**src/rtl/pgs_pkg.sv**
```systemverilog
package pgs_pkg;

  typedef enum logic [3:0] {
    ST_OFF,
    ST_ON,
    ST_RAIL,     // rail enabled, waiting for ready or timeout
    ST_CLK,      // clocks just enabled, settling
    ST_RST,      // reset asserted step, settling
    ST_CLAMP,    // clamp just released, settling
    ST_UNRST,    // reset just released, settling
    ST_FDONE,    // flush-done raised, settling
    ST_FACK,     // flush requested, waiting for acknowledge
    ST_FLUSH,    // flush acknowledged, settling
    ST_ISO,      // clamp just engaged, settling
    ST_RSTON,    // reset just asserted, settling
    ST_CLKOFF    // clocks just disabled, settling
  } pgs_state_e;

  typedef struct packed {
    logic rail;
    logic ref_clk;
    logic pwr_clk;
    logic rst;
    logic clamp;
    logic flush_req;
    logic flush_done;
  } pgs_ctrl_t;

  localparam pgs_ctrl_t CTRL_RESET = '{
    rail:       1'b0,
    ref_clk:    1'b0,
    pwr_clk:    1'b0,
    rst:        1'b1,
    clamp:      1'b1,
    flush_req:  1'b1,
    flush_done: 1'b0
  };

endpackage

```
**src/rtl/pgs_timer.sv**
```systemverilog
module pgs_timer #(
  parameter int TW = 12
) (
  input  logic          clk,
  input  logic          rst_n,
  input  logic          load,
  input  logic [TW-1:0] load_val,
  output logic          expired
);

  logic [TW-1:0] cnt_q;

  always_ff @(posedge clk) begin
    if (!rst_n) begin
      cnt_q <= '0;
    end else if (load) begin
      cnt_q <= load_val;
    end else if (cnt_q != '0) begin
      cnt_q <= cnt_q - TW'(1);
    end
  end

  assign expired = (cnt_q == '0);

endmodule

```
**src/rtl/pgs_ctrl_reg.sv**
```systemverilog
module pgs_ctrl_reg #(
  parameter pgs_pkg::pgs_ctrl_t INIT = pgs_pkg::CTRL_RESET
) (
  input  logic               clk,
  input  logic               rst_n,
  input  logic               we,
  input  pgs_pkg::pgs_ctrl_t d,
  output pgs_pkg::pgs_ctrl_t q
);

  always_ff @(posedge clk) begin
    if (!rst_n) begin
      q <= INIT;
    end else if (we) begin
      q <= d;
    end
  end

endmodule

```
**src/rtl/pgs_fsm.sv**
```systemverilog
module pgs_fsm
  import pgs_pkg::*;
#(
  parameter int TW         = 12,
  parameter int SETTLE_CYC = 2500,
  parameter int RAIL_TMO   = 1000
) (
  input  logic          clk,
  input  logic          rst_n,
  input  logic          up_req,
  input  logic          down_req,
  input  logic          err_clear,
  input  logic          secure_cfg_ok,
  input  logic          rail_ready,
  input  logic          flush_ack,
  input  logic          expired,
  input  pgs_ctrl_t     ctrl_q,
  output logic          tmr_load,
  output logic [TW-1:0] tmr_val,
  output logic          ctrl_we,
  output pgs_ctrl_t     ctrl_d,
  output pgs_state_e    state,
  output logic          error,
  output logic          done
);

  localparam logic [TW-1:0] SETTLE_LD = TW'(SETTLE_CYC - 1);
  localparam logic [TW-1:0] RAIL_LD   = TW'(RAIL_TMO - 1);

  pgs_state_e st_n;
  logic       err_set;
  logic       done_n;

  always_comb begin
    st_n     = state;
    tmr_load = 1'b0;
    tmr_val  = SETTLE_LD;
    ctrl_we  = 1'b0;
    ctrl_d   = ctrl_q;
    err_set  = 1'b0;
    done_n   = 1'b0;
    unique case (state)
      ST_OFF: begin
        if (down_req) begin
          done_n = 1'b1;
        end else if (up_req && !error) begin
          if (!secure_cfg_ok) begin
            err_set = 1'b1;
          end else begin
            st_n        = ST_RAIL;
            ctrl_we     = 1'b1;
            ctrl_d.rail = 1'b1;
            tmr_load    = 1'b1;
            tmr_val     = RAIL_LD;
          end
        end
      end
      ST_ON: begin
        if (down_req) begin
          st_n             = ST_FACK;
          ctrl_we          = 1'b1;
          ctrl_d.flush_req = 1'b1;
        end else if (up_req && !error) begin
          done_n = 1'b1;
        end
      end
      ST_RAIL: begin
        if (rail_ready) begin
          st_n           = ST_CLK;
          ctrl_we        = 1'b1;
          ctrl_d.ref_clk = 1'b1;
          ctrl_d.pwr_clk = 1'b1;
          tmr_load       = 1'b1;
        end else if (expired) begin
          st_n        = ST_OFF;
          ctrl_we     = 1'b1;
          ctrl_d.rail = 1'b0;
          err_set     = 1'b1;
        end
      end
      ST_CLK: begin
        if (expired) begin
          st_n       = ST_RST;
          ctrl_we    = 1'b1;
          ctrl_d.rst = 1'b1;
          tmr_load   = 1'b1;
        end
      end
      ST_RST: begin
        if (expired) begin
          st_n         = ST_CLAMP;
          ctrl_we      = 1'b1;
          ctrl_d.clamp = 1'b0;
          tmr_load     = 1'b1;
        end
      end
      ST_CLAMP: begin
        if (expired) begin
          st_n       = ST_UNRST;
          ctrl_we    = 1'b1;
          ctrl_d.rst = 1'b0;
          tmr_load   = 1'b1;
        end
      end
      ST_UNRST: begin
        if (expired) begin
          st_n              = ST_FDONE;
          ctrl_we           = 1'b1;
          ctrl_d.flush_req  = 1'b0;
          ctrl_d.flush_done = 1'b1;
          tmr_load          = 1'b1;
        end
      end
      ST_FDONE: begin
        if (expired) begin
          st_n              = ST_ON;
          ctrl_we           = 1'b1;
          ctrl_d.flush_done = 1'b0;
          done_n            = 1'b1;
        end
      end
      ST_FACK: begin
        if (flush_ack) begin
          st_n     = ST_FLUSH;
          tmr_load = 1'b1;
        end
      end
      ST_FLUSH: begin
        if (expired) begin
          st_n         = ST_ISO;
          ctrl_we      = 1'b1;
          ctrl_d.clamp = 1'b1;
          tmr_load     = 1'b1;
        end
      end
      ST_ISO: begin
        if (expired) begin
          st_n       = ST_RSTON;
          ctrl_we    = 1'b1;
          ctrl_d.rst = 1'b1;
          tmr_load   = 1'b1;
        end
      end
      ST_RSTON: begin
        if (expired) begin
          st_n           = ST_CLKOFF;
          ctrl_we        = 1'b1;
          ctrl_d.ref_clk = 1'b0;
          ctrl_d.pwr_clk = 1'b0;
          tmr_load       = 1'b1;
        end
      end
      ST_CLKOFF: begin
        if (expired) begin
          st_n        = ST_OFF;
          ctrl_we     = 1'b1;
          ctrl_d.rail = 1'b0;
          done_n      = 1'b1;
        end
      end
      default: st_n = ST_OFF;
    endcase
  end

  always_ff @(posedge clk) begin
    if (!rst_n) begin
      state <= ST_OFF;
      error <= 1'b0;
      done  <= 1'b0;
    end else begin
      state <= st_n;
      done  <= done_n;
      if (err_set) begin
        error <= 1'b1;
      end else if (err_clear) begin
        error <= 1'b0;
      end
    end
  end

endmodule

```
**src/rtl/pwr_gate_seq.sv**
```systemverilog
module pwr_gate_seq
  import pgs_pkg::*;
#(
  parameter int CLK_MHZ   = 250,
  parameter int SETTLE_US = 10,
  parameter int RAIL_TMO  = 1000,
  parameter int CLIENT_ID = 34,
  parameter int CID_W     = 6
) (
  input  logic             clk,
  input  logic             rst_n,
  input  logic             up_req,
  input  logic             down_req,
  input  logic             err_clear,
  input  logic             secure_cfg_ok,
  input  logic             rail_ready,
  input  logic             flush_ack,
  output logic             rail_en,
  output logic             ref_clk_en,
  output logic             pwr_clk_en,
  output logic             dom_reset,
  output logic             iso_clamp,
  output logic             mc_flush_req,
  output logic             mc_flush_done,
  output logic [CID_W-1:0] mc_client_id,
  output logic             busy,
  output logic             done,
  output logic             error,
  output logic             dom_on
);

  localparam int SETTLE_CYC = CLK_MHZ * SETTLE_US;
  localparam int SPAN       = (SETTLE_CYC > RAIL_TMO) ? SETTLE_CYC : RAIL_TMO;
  localparam int TW         = $clog2(SPAN + 1);

  logic          tmr_load;
  logic [TW-1:0] tmr_val;
  logic          tmr_expired;
  logic          ctrl_we;
  pgs_ctrl_t     ctrl_d;
  pgs_ctrl_t     ctrl_q;
  pgs_state_e    state;

  pgs_timer #(.TW(TW)) i_timer (
    .clk      (clk),
    .rst_n    (rst_n),
    .load     (tmr_load),
    .load_val (tmr_val),
    .expired  (tmr_expired)
  );

  pgs_ctrl_reg #(.INIT(CTRL_RESET)) i_ctrl (
    .clk   (clk),
    .rst_n (rst_n),
    .we    (ctrl_we),
    .d     (ctrl_d),
    .q     (ctrl_q)
  );

  pgs_fsm #(
    .TW         (TW),
    .SETTLE_CYC (SETTLE_CYC),
    .RAIL_TMO   (RAIL_TMO)
  ) i_fsm (
    .clk           (clk),
    .rst_n         (rst_n),
    .up_req        (up_req),
    .down_req      (down_req),
    .err_clear     (err_clear),
    .secure_cfg_ok (secure_cfg_ok),
    .rail_ready    (rail_ready),
    .flush_ack     (flush_ack),
    .expired       (tmr_expired),
    .ctrl_q        (ctrl_q),
    .tmr_load      (tmr_load),
    .tmr_val       (tmr_val),
    .ctrl_we       (ctrl_we),
    .ctrl_d        (ctrl_d),
    .state         (state),
    .error         (error),
    .done          (done)
  );

  assign rail_en       = ctrl_q.rail;
  assign ref_clk_en    = ctrl_q.ref_clk;
  assign pwr_clk_en    = ctrl_q.pwr_clk;
  assign dom_reset     = ctrl_q.rst;
  assign iso_clamp     = ctrl_q.clamp;
  assign mc_flush_req  = ctrl_q.flush_req;
  assign mc_flush_done = ctrl_q.flush_done;
  assign mc_client_id  = CID_W'(CLIENT_ID);
  assign dom_on        = (state == ST_ON);
  assign busy          = (state != ST_ON) && (state != ST_OFF);

endmodule

```
**config.mk**
```make
export PLATFORM = sky130hd
export DESIGN_NAME = pwr_gate_seq
export DESIGN_NICKNAME = d
export VERILOG_FILES = /design/src/rtl/pgs_pkg.sv /design/src/rtl/pgs_timer.sv /design/src/rtl/pgs_ctrl_reg.sv /design/src/rtl/pgs_fsm.sv /design/src/rtl/pwr_gate_seq.sv
export SDC_FILE = /design/constraint.sdc
export NUM_CORES = 1
export LEC_CHECK = 0
export ABC_AREA = 0
export CAP_MARGIN = 20
export CORE_MARGIN = 1.5
export CORE_UTILIZATION = 55
export CTS_BUF_LIST = sky130_fd_sc_hd__clkbuf_8
export DETAILED_ROUTE_END_ITERATION = 8
export GPL_ROUTABILITY_DRIVEN = 0
export PLACE_DENSITY_LB_ADDON = 0.2
export SYNTH_ARGS = -nofsm -noshare
export SYNTH_HDL_FRONTEND = slang
export SYNTH_SLANG_ARGS = --single-unit
```
**constraint.sdc**
```tcl
create_clock -name clk -period 3.9 [get_ports clk]
set_input_delay 0.585 -clock clk [delete_from_list [all_inputs] [get_ports clk]]
set_output_delay 0.585 -clock clk [all_outputs]
set_load 0.05 [all_outputs]
```
==> results.md <==
* Area Overhead vs Synth at 8.60%
* DIE AREA at 3350 um^2
* Yosys top cell by area: dfxtp_1
* Max Cap Viol at 0
* Main synth FF type: dfxtp_1
* Slew @ Worst Pin at 0.788 ns
* Clk_lat worst skew at 0.26 ns
* CTS clk-pin slew, worst paths at 0.08 ns
* Layout cells sized above 1 at 0.0896
* Unique cell type count in the Yosys netlist at 57
* Initial Util at 0.591
* Worst r2r dst: i_timer.cnt_q[5]
* Most common library cells after synthesis: dfxtp_1, nand2_1, nor2_1, a21oi_1, inv_1
* Crit path launch type: flop
* Main area contributors after synthesis: dfxtp_1, nand2_1, a21oi_1
* Final wirelength at 3730 um
* Cells on worst reg2reg path at 5
* Maximum buffer depth of the clock tree at 2
* I/O Buffers at 18
* Ports at 25
* Grt ovf at 0
* Worst path arrival time at 2.28 ns
* Min-delay src: i_ctrl.q[6]
* Via count at 1537
* H-tree levels at 1
* Count leader, synth: dfxtp_1
* HP Class: reg2reg
* Chip Height at 57.9 um
* YS warnings at 0
* Root buffer cell: clkbuf_8
* Top cell type's share of synthesized area at 0.290
* Static Leak at 0.000643 uW
* Avg Inst Size Synth at 8.01 um^2
* Vias in the first global route at 1369
* DRT Pass-1 Iters at 6
* CP Capture Type: output port
* Largest net degree at the start of global routing at 24
* Fin nets at 223
* Initial drt markers at 85
* Fillers at 247
* Global-route wire length before repair at 6140 um
* Diodes inserted at 0
* Final Hold Vio Count at 0
* EDFF count, synth at 0
* Drt wl/cell at 15.3 um
* Worst hold stages at 2
* RR Startpoint: i_fsm.state[3]
* Initial antenna violation count at 0
* Max-slew violations at 0
* #FFs+latches synth at 24
* Final setup viols at 0
* Slew HR at 0.473
* Sequential area share after synthesis at 0.290
* Fmax at 349 MHz
* Post-CTS setup buffers at 0
* CORE AREA at 2810 um^2
* Crit path time final at 2.87 ns
* Worst vdd ir at 0.442 mV
* Final instance area at 1800 um^2
* Kind of critical path: reg2out
* Area post-placement at 1760 um^2
* Tot GR Track Use at 0.237
* Worst hold endpoint: i_ctrl.q[6]
* Hold buffer count at cts at 0
* Final ANT Viol Nets at 0
* Die width at 57.9 um
* RSZ-0062 raised after global routing: no
* Total CTS buffers at 3
* DRC at 0
* Hpwl dp at 2730 um
* PostCTS Resize Cnt at 0
* Row cnt at 19
* Cells after Synth at 207
* Min Hold Slack at 0.497 ns
* WP data required at 3.31 ns
* Post-synth ARST share at 0
* Max Fanout on Critical Path at 20
* Tcrit/Tclk final at 0.736
* Outcome: complete, no violations
* Reg2Reg Setup Slack at 1.65 ns
* PwrDens at 839 nW/um^2
* Vias per cell at 6.33
* Worst Skew at 0.00461 ns
* Syn Std Cell Area at 1660 um^2
* CTS tree: yes
* Post-Route Setup TNS at 0 ns
* # clock sinks at 24
## cell type report
type	count	area, um^2	area share
timing repair buffer	18	180	0.100
sequential	24	480	0.267
multi-input combinational	156	1020	0.566
tap	31	38.8	0.0215
inverter	11	41.3	0.0229
clock buffer	3	41.3	0.0229
## per-stage QoR
step                total power, uW  worst slack [ns]  utilization  cells
floorplan                      1210              1.58            -    211
global placement               1340              1.39        0.628    240
detailed placement             1360              1.34        0.628    240
CTS                            1500              1.05        0.642    243
global route                   1620             0.867        0.642    243
finish                         1510              1.03        0.642    243
## cell families (layout without fill, tap and decap cells)
kind of cell	after synthesis	in the layout	synth area share
xor gates and xnor gates	7	7	0.0370
DFF	24	24	0.290
AOI/OAI and AO/OA	60	60	0.260
buffers and inverters	31	32	0.105
adders and majority gates	2	2	0.0143
muxes	5	5	0.0302
and+or+nand+nor	76	76	0.259
other	2	6	0.00453
## flip-flops by register name, indices dropped and copies added, names as in the netlist
name           flops
i_timer.cnt_q     12
i_ctrl.q           6
i_fsm.state        4
i_fsm.done         1
i_fsm.error        1
## placed cells by master (no fill, tap or decap), types with 3 or more instances in the layout
master	synthesis	layout
a211oi_1	3	3
a21boi_0	6	6
a21boi_1	4	4
a21oi_1	12	12
a21oi_2	3	3
a31oi_1	3	3
clkbuf_8	0	3
clkdlybuf4s50_1	0	18
conb_1	2	6
dfxtp_1	24	24
inv_1	11	11
mux2i_1	5	5
nand2_1	19	19
nand3_1	5	5
nand4_1	3	3
nor2_1	16	16
nor2b_1	8	8
nor3_1	5	5
nor3b_1	3	3
o21ai_0	7	7
xnor2_1	6	6
## power by group
part | switching [uW] | internal [uW] | leakage, uW | total, uW
registers | 139 | 323 | 0.000197 | 462
logic | 550 | 356 | 0.000424 | 906
clock network | 74.5 | 69.0 | 0.0000216 | 143
## per-layer routing
layer	wire length (um)	GRT usage
met3	205	0.0335
met5	0	0
met2	1800	0.393
met1	1600	0.299
met4	122	0.120
## how the worst max path moves through the flow
stage / start / endpoint / slack (ns)
finish: i_fsm.state[0] / dom_on / 1.03
global route: i_fsm.state[0] / dom_on / 0.87
CTS: i_fsm.state[0] / dom_on / 1.05
detailed placement: i_fsm.state[0] / dom_on / 1.34
global placement: i_fsm.state[0] / dom_on / 1.39
floorplan: i_fsm.state[1] / dom_on / 1.58
## critical path, stage by stage (launching register included)
cell	delay (ns)
dfxtp_1	0.74
inv_1	0.25
nor2_1	0.20
clkdlybuf4s50_1	0.82
Power figures use the tool's default switching activity.
